===== config.mk =====
export PLATFORM = sky130hd
export DESIGN_NAME = cf_common_decoder
export DESIGN_NICKNAME = d
export VERILOG_FILES = /design/src/rtl/cf_dec_pkg.sv /design/src/rtl/cf_window_dec.sv /design/src/rtl/cf_byte_pair.sv /design/src/rtl/cf_ctrl_reg.sv /design/src/rtl/cf_common_decoder.sv
export SDC_FILE = /design/constraint.sdc
export NUM_CORES = 1
export LEC_CHECK = 0
export CAP_MARGIN = 20
export CORE_UTILIZATION = 38
export CTS_CLUSTER_DIAMETER = 120
export DETAILED_ROUTE_END_ITERATION = 8
export PLACE_DENSITY = 0.92
export SYNTH_ARGS = -nofsm -noshare
export SYNTH_HDL_FRONTEND = slang
export SYNTH_SLANG_ARGS = --single-unit

===== constraint.sdc =====
create_clock -name clk_i -period 5.7 [get_ports clk_i]
set_input_delay 1.71 -clock clk_i [delete_from_list [all_inputs] [get_ports clk_i]]
set_output_delay 1.71 -clock clk_i [all_outputs]
set_load 0.02 [all_outputs]

===== src/rtl/cf_dec_pkg.sv =====
package cf_dec_pkg;
  typedef enum logic [1:0] {
    MODE_MEM  = 2'd0,
    MODE_IO16 = 2'd1,
    MODE_PRI  = 2'd2,
    MODE_SEC  = 2'd3
  } cf_mode_e;

  localparam logic [3:0] IDX_DATA    = 4'h0;
  localparam logic [3:0] IDX_TF_ERR  = 4'h1;
  localparam logic [3:0] IDX_BYTE    = 4'h8;
  localparam logic [3:0] IDX_ODD     = 4'h9;
  localparam logic [3:0] IDX_ERRFEAT = 4'hD;
  localparam logic [3:0] IDX_ALTCTL  = 4'hE;
  localparam logic [3:0] IDX_DEVADR  = 4'hF;

  localparam int unsigned CTRL_SRST_BIT = 2;
  localparam logic [7:0]  DEVADR_BASE   = 8'hC2;
endpackage


===== src/rtl/cf_window_dec.sv =====
module cf_window_dec
  import cf_dec_pkg::*;
#(
  parameter int unsigned ADDR_W = 11
) (
  input  logic [1:0]        mode_i,
  input  logic [ADDR_W-1:0] addr_i,
  output logic              hit_o,
  output logic [3:0]        idx_o
);
  localparam logic [ADDR_W-1:0] MEM_MASK  = ~ADDR_W'(32'h3FF);
  localparam logic [ADDR_W-1:0] MEM_BASE  = ADDR_W'(32'h400);
  localparam logic [ADDR_W-1:0] WIN_MASK  = ~ADDR_W'(32'hF);
  localparam logic [ADDR_W-1:0] PRI_LO    = ADDR_W'(32'h1F0);
  localparam logic [ADDR_W-1:0] PRI_HI    = ADDR_W'(32'h3F0);
  localparam logic [ADDR_W-1:0] SEC_LO    = ADDR_W'(32'h170);
  localparam logic [ADDR_W-1:0] SEC_HI    = ADDR_W'(32'h370);
  // upper window minus 0x3E8 / 0x368 == low nibble plus 8 (mod 16)
  localparam logic [3:0]        HI_OFFSET = 4'h8;

  cf_mode_e          mode;
  logic [ADDR_W-1:0] win;
  logic [3:0]        hi_idx;

  assign mode   = cf_mode_e'(mode_i);
  assign win    = addr_i & WIN_MASK;
  assign hi_idx = addr_i[3:0] + HI_OFFSET;

  always_comb begin
    hit_o = 1'b0;
    idx_o = addr_i[3:0];
    case (mode)
      MODE_MEM:  hit_o = ((addr_i & MEM_MASK) == MEM_BASE);
      MODE_IO16: hit_o = 1'b1;
      MODE_PRI: begin
        if (win == PRI_HI) begin
          hit_o = 1'b1;
          idx_o = hi_idx;
        end else begin
          hit_o = (win == PRI_LO);
        end
      end
      MODE_SEC: begin
        if (win == SEC_HI) begin
          hit_o = 1'b1;
          idx_o = hi_idx;
        end else begin
          hit_o = (win == SEC_LO);
        end
      end
      default: hit_o = 1'b0;
    endcase
  end
endmodule


===== src/rtl/cf_byte_pair.sv =====
module cf_byte_pair #(
  parameter int unsigned DATA_W = 16
) (
  input  logic              clk_i,
  input  logic              rst_ni,
  input  logic              wr_step_i,
  input  logic              wr_odd_i,
  input  logic              rd_step_i,
  input  logic [DATA_W/2-1:0] wbyte_i,
  input  logic [DATA_W-1:0] fetch_i,
  output logic              cycle_o,
  output logic [DATA_W-1:0] latch_o
);
  localparam int unsigned BYTE_W = DATA_W / 2;

  logic cycle_q;
  logic [DATA_W-1:0] latch_q;

  always_ff @(posedge clk_i or negedge rst_ni) begin
    if (!rst_ni) begin
      cycle_q <= 1'b0;
      latch_q <= '0;
    end else begin
      if (wr_odd_i || (wr_step_i && !cycle_q))
        latch_q <= {{BYTE_W{1'b0}}, wbyte_i};
      else if (rd_step_i && !cycle_q)
        latch_q <= fetch_i;
      if (wr_step_i || wr_odd_i || rd_step_i)
        cycle_q <= ~cycle_q;
    end
  end

  assign cycle_o = cycle_q;
  assign latch_o = latch_q;

  // every paired-byte step flips the toggle
  a_r7_toggle_flip: assert property (@(posedge clk_i) disable iff (!rst_ni)
    (wr_step_i || wr_odd_i || rd_step_i) |=> (cycle_o != $past(cycle_o)));
  // second half of a read keeps the fetched word
  a_r9_latch_hold: assert property (@(posedge clk_i) disable iff (!rst_ni)
    (rd_step_i && cycle_o && !wr_step_i && !wr_odd_i) |=> $stable(latch_o));
endmodule


===== src/rtl/cf_ctrl_reg.sv =====
module cf_ctrl_reg
  import cf_dec_pkg::*;
(
  input  logic       clk_i,
  input  logic       rst_ni,
  input  logic       wr_i,
  input  logic [7:0] wdata_i,
  output logic [7:0] ctrl_o,
  output logic       srst_o,
  output logic       eval_o
);
  logic [7:0] ctrl_q;

  always_ff @(posedge clk_i or negedge rst_ni) begin
    if (!rst_ni)   ctrl_q <= '0;
    else if (wr_i) ctrl_q <= wdata_i;
  end

  assign ctrl_o = ctrl_q;
  assign srst_o = wr_i & wdata_i[CTRL_SRST_BIT];
  assign eval_o = wr_i;

  // a device-control write is visible on the next cycle
  a_r11_ctrl_load: assert property (@(posedge clk_i) disable iff (!rst_ni)
    wr_i |=> (ctrl_o == $past(wdata_i)));
  // without a write the register holds
  a_r11_ctrl_hold: assert property (@(posedge clk_i) disable iff (!rst_ni)
    !wr_i |=> $stable(ctrl_o));
endmodule


===== src/rtl/cf_common_decoder.sv =====
module cf_common_decoder
  import cf_dec_pkg::*;
#(
  parameter int unsigned ADDR_W = 11,
  parameter int unsigned DATA_W = 16
) (
  input  logic              clk_i,
  input  logic              rst_ni,
  input  logic [1:0]        mode_i,
  input  logic              req_i,
  input  logic              we_i,
  input  logic [ADDR_W-1:0] addr_i,
  input  logic [DATA_W-1:0] wdata_i,
  output logic [DATA_W-1:0] rdata_o,
  output logic              tf_req_o,
  output logic              tf_we_o,
  output logic [3:0]        tf_idx_o,
  output logic [DATA_W-1:0] tf_wdata_o,
  input  logic [DATA_W-1:0] tf_rdata_i,
  input  logic [7:0]        alt_stat_i,
  input  logic [3:0]        sel_nib_i,
  input  logic              pwrdn_i,
  output logic              wake_o,
  output logic [7:0]        ctrl_o,
  output logic              soft_rst_o,
  output logic              irq_eval_o
);
  localparam int unsigned BYTE_W = DATA_W / 2;
  localparam logic [BYTE_W-1:0] ZB = '0;

  logic              hit;
  logic [3:0]        idx;
  logic              cycle;
  logic [DATA_W-1:0] latch;
  logic              wr_step, wr_odd, rd_step, ctrl_wr;
  logic [7:0]        devadr;

  cf_window_dec #(.ADDR_W(ADDR_W)) u_win (
    .mode_i (mode_i),
    .addr_i (addr_i),
    .hit_o  (hit),
    .idx_o  (idx)
  );

  cf_byte_pair #(.DATA_W(DATA_W)) u_pair (
    .clk_i     (clk_i),
    .rst_ni    (rst_ni),
    .wr_step_i (wr_step),
    .wr_odd_i  (wr_odd),
    .rd_step_i (rd_step),
    .wbyte_i   (wdata_i[BYTE_W-1:0]),
    .fetch_i   (tf_rdata_i),
    .cycle_o   (cycle),
    .latch_o   (latch)
  );

  cf_ctrl_reg u_ctrl (
    .clk_i   (clk_i),
    .rst_ni  (rst_ni),
    .wr_i    (ctrl_wr),
    .wdata_i (wdata_i[7:0]),
    .ctrl_o  (ctrl_o),
    .srst_o  (soft_rst_o),
    .eval_o  (irq_eval_o)
  );

  assign devadr = DEVADR_BASE | {2'b00, ~sel_nib_i, 2'b00};

  always_comb begin
    tf_req_o   = 1'b0;
    tf_we_o    = 1'b0;
    tf_idx_o   = idx;
    tf_wdata_o = wdata_i;
    rdata_o    = '1;
    wake_o     = 1'b0;
    ctrl_wr    = 1'b0;
    wr_step    = 1'b0;
    wr_odd     = 1'b0;
    rd_step    = 1'b0;
    if (req_i && hit) begin
      rdata_o = '0;
      case (idx)
        IDX_DATA: begin
          tf_req_o = 1'b1;
          tf_we_o  = we_i;
          rdata_o  = tf_rdata_i;
        end
        IDX_BYTE: begin
          tf_idx_o = IDX_DATA;
          if (we_i) begin
            wr_step = 1'b1;
            if (cycle) begin
              tf_req_o   = 1'b1;
              tf_we_o    = 1'b1;
              tf_wdata_o = {wdata_i[BYTE_W-1:0], latch[BYTE_W-1:0]};
            end
          end else begin
            rd_step = 1'b1;
            if (cycle) begin
              rdata_o = {ZB, latch[DATA_W-1:BYTE_W]};
            end else begin
              tf_req_o = 1'b1;
              rdata_o  = {ZB, tf_rdata_i[BYTE_W-1:0]};
            end
          end
        end
        IDX_ODD: begin
          if (we_i) wr_odd = 1'b1;
          else      rdata_o = {ZB, latch[DATA_W-1:BYTE_W]};
        end
        IDX_ERRFEAT: begin
          tf_req_o = 1'b1;
          tf_we_o  = we_i;
          tf_idx_o = IDX_TF_ERR;
          rdata_o  = tf_rdata_i;
        end
        IDX_ALTCTL: begin
          if (we_i) ctrl_wr = 1'b1;
          else      rdata_o = DATA_W'(alt_stat_i);
        end
        IDX_DEVADR: begin
          if (we_i) begin
            tf_req_o = 1'b1;
            tf_we_o  = 1'b1;
            wake_o   = pwrdn_i;
          end else begin
            rdata_o = DATA_W'(devadr);
          end
        end
        default: begin
          tf_req_o = 1'b1;
          tf_we_o  = we_i;
          rdata_o  = tf_rdata_i;
          wake_o   = we_i & pwrdn_i;
        end
      endcase
    end
  end

  // a miss is silent
  a_r5_miss_quiet: assert property (@(posedge clk_i) disable iff (!rst_ni)
    (req_i && !hit) |-> (!tf_req_o && !wake_o && !irq_eval_o && rdata_o == '1));
  // second half of a byte read never refetches
  a_r9_no_refetch: assert property (@(posedge clk_i) disable iff (!rst_ni)
    (req_i && hit && !we_i && idx == IDX_BYTE && cycle) |-> !tf_req_o);
  // wake only on a forwarded write while powered down
  a_r13_wake_gated: assert property (@(posedge clk_i) disable iff (!rst_ni)
    wake_o |-> (pwrdn_i && tf_req_o && tf_we_o));
  // task-file traffic only inside an access
  a_r6_tf_in_access: assert property (@(posedge clk_i) disable iff (!rst_ni)
    tf_req_o |-> (req_i && hit));
endmodule


==> out/results.ini <==
[status]
outcome=completed

[global_route]
grt_pass1_wl_um=11100
gr-usage-met2_pct=46.2
antenna_found_initial=0
grt_max_degree=21
use_met1_pct=33.6
grt.busiest_layer=met2
grt.total_usage_pct=27.1
overflow=0
grtUsageMet3_pct=4.56
first_global_vias=2268

[pwr]
powerDensity_nw_per_um2=168
seqPwrFrac_pct=39.8
switching_power_uw=188
pwr-share-comb_pct=40.8
p_leak_uw=0.00149
clock_power_share_pct=19.4
swShare_pct=33.3
vdd_drop_max_mv=0.163
fin_total_pwr_uw=566
internal_power_uw=378

[finish]
final_common_cell=clkdlybuf4s50_1
area_growth_pct=77.5
multi_input_area_um2=1250
antenna_cells=0
layout.area.seq_um2=626
num-fill-cells=374
final_nets=401
most-common-layout-cells=clkdlybuf4s50_1, buf_4, mux2_2, nand2_1, dfrtp_1
drive_above_1_share_pct=28.8
stdcell_count=404

[yosys]
synth_area_leader_cell=dfrtp_1
synth_flop_cell=dfrtp_1
synth_area_leaders=dfrtp_1, mux2_2, a22o_1
synth_top_cell_area_share_pct=32.9
syn_area_um2=1900
synth_edf_count=0
synth.distinct_cells=44
ys_ff_latch=25
ys_seq_area_share_pct=32.9
syn_area_per_cell_um2=9.52
synthesis.nets=263
synthArstFlopShare_pct=100
synth_cells=200
yosysWarningCount=0

[timing]
final.setup.tns_ns=0
worst_slack_ns=0.0825
period_minus_slack_ns=5.62
finalHoldViolations=0
timing.hold.ws_ns=0.512
setup_viol=0
finalMaxSlewViolations=0
min_period_over_period_pct=98.6
worst_slew_pin_slew_ns=0.532
fmax_mhz=178
maxSlewHeadroom_pct=64.6
skew_ns=0.00424

[clock_tree]
cts-buffers-inserted=3
clkSinkCount=25
path_clk_slew_ns=0.09
clockBufferDepth=2
htreeDepth=1
hold_buffers=0
clk_latency_ns=0.27
clockRootBuffer=clkbuf_8
tritoncts=built

[place]
gp_congestion=0.857
dp_hpwl_um=5290
post-place-cells=391
portBuffers=110
place_ws_ns=-0.358

[detailed_routing]
routed_wl_um=6910
dr.pass1.iters=4
route.detailed.drc=0
vias_per_cell=5.53
ant_nets=0
wl_per_cell_um=17.1
vias=2235
drt_iter0_drc=135

[critical_path]
path_class=in2out
start_kind=input pin
crit_fanout=5
arrival_ns=3.91
crit_required_ns=3.99
regToRegSetupSlack_ns=3.95
critPathCaptureType=output port

[job]
max-cap-violations=0

[die]
row_count=25
design.die.area_um2=5300
initial_utilization_pct=39.8
io_pins=111
chipHeight_um=72.8
core_area_um2=4790
die_x_um=72.8

[worst_hold_path]
hp-class=reg2reg

==> sequential cells by signal (all words and copies together) (netlist names) <==
register        count
u_ctrl.ctrl_o       8
u_pair.cycle_o      1
u_pair.latch_o     16
==> synth_stat cells, drive strengths merged (3+ instances only) <==
library cell,number
a22oi,3
nand3,3
nor3,3
o211ai,5
nor4,3
a22o,18
clkbuf,11
dfrtp,25
or2,3
o21ai,8
nor2,7
nand2,28
o311ai,4
a21oi,5
mux2,27
inv,6
mux2i,3
xnor2,3
a221oi,4
and2,3
==> final cells by class <==
type | count | share of cell area, %
tap | 67 | 2.48
inverter | 6 | 0.666
clock inverter | 1 | 0.222
timing repair buffer | 146 | 40.0
multi-input combinational | 156 | 36.9
clock buffer | 3 | 1.22
sequential | 25 | 18.5
==> per-layer routing <==
metal | share of wire (%) | up-vias
li1 | - | 1036
met1 | 40 | 1078
met2 | 50 | 105
met3 | 7.1 | 16
met4 | 2.9 | 0
met5 | 0 | -
==> cells by family (layout without fill, tap and decap cells) <==
group,after synthesis,count (layout),synth area share (%)
adders and majority gates,1,1,0.657
and+or+nand+nor,61,61,18.7
muxes,30,30,17.5
DFF,25,25,32.9
AOI/OAI and AO/OA,60,60,24.4
buffers and inverters,19,156,4.01
xor gates and xnor gates,4,4,1.84
==> worst max-delay path: stages <==
cell,delay (ns)
dlygate4sd2_1,0.26
xnor2_2,0.16
nor4b_4,0.33
buf_4,0.19
mux2i_4,0.08
nor4_4,0.38
clkbuf_16,0.22
buf_4,0.11
mux2_2,0.33
buf_6,0.13
==> what timing repair did <==
item / in CTS / in global routing
resized for setup: 87 / 22
gates cloned: 1 / 0
endpoints found under the setup margin: 37 / 32
setup buffers: 5 / 4
pin swaps: 4 / 4
==> power groups by stage <==
stage	Combinational, µW	Sequential [µW]	Clock, µW
2_1_floorplan	101	229	0
3_3_place_gp	222	227	0
3_5_place_dp	231	228	0
4_1_cts	225	225	112
5_1_grt	248	229	119
6_report	231	225	110
==> final timing paths <==
kind	from	end	cells past startpoint
setup / recovery	addr_i[7]	tf_wdata_o[7]	10
max in group asynchronous	rst_ni	u_pair.latch_o[4]$_DFFE_PN0P_	2
hold reg to reg	u_pair.latch_o[0]$_DFFE_PN0P_	u_pair.latch_o[0]$_DFFE_PN0P_	1
hold / removal	u_pair.latch_o[0]$_DFFE_PN0P_	u_pair.latch_o[0]$_DFFE_PN0P_	1
setup reg to reg	u_pair.cycle_o$_DFFE_PN0P_	u_pair.latch_o[7]$_DFFE_PN0P_	4
min in group asynchronous	rst_ni	u_pair.latch_o[10]$_DFFE_PN0P_	1
==> through the flow <==
stage | area (µm²) | utilization (%)
after global placement | 3240 | 67.8
after CTS | 3310 | 69.3
after detailed placement | 3270 | 68.3
final | 3380 | 70.6
after global routing | 3380 | 70.6
after floorplan | 1900 | -
No activity file was read; power rests on OpenSTA's default activity.
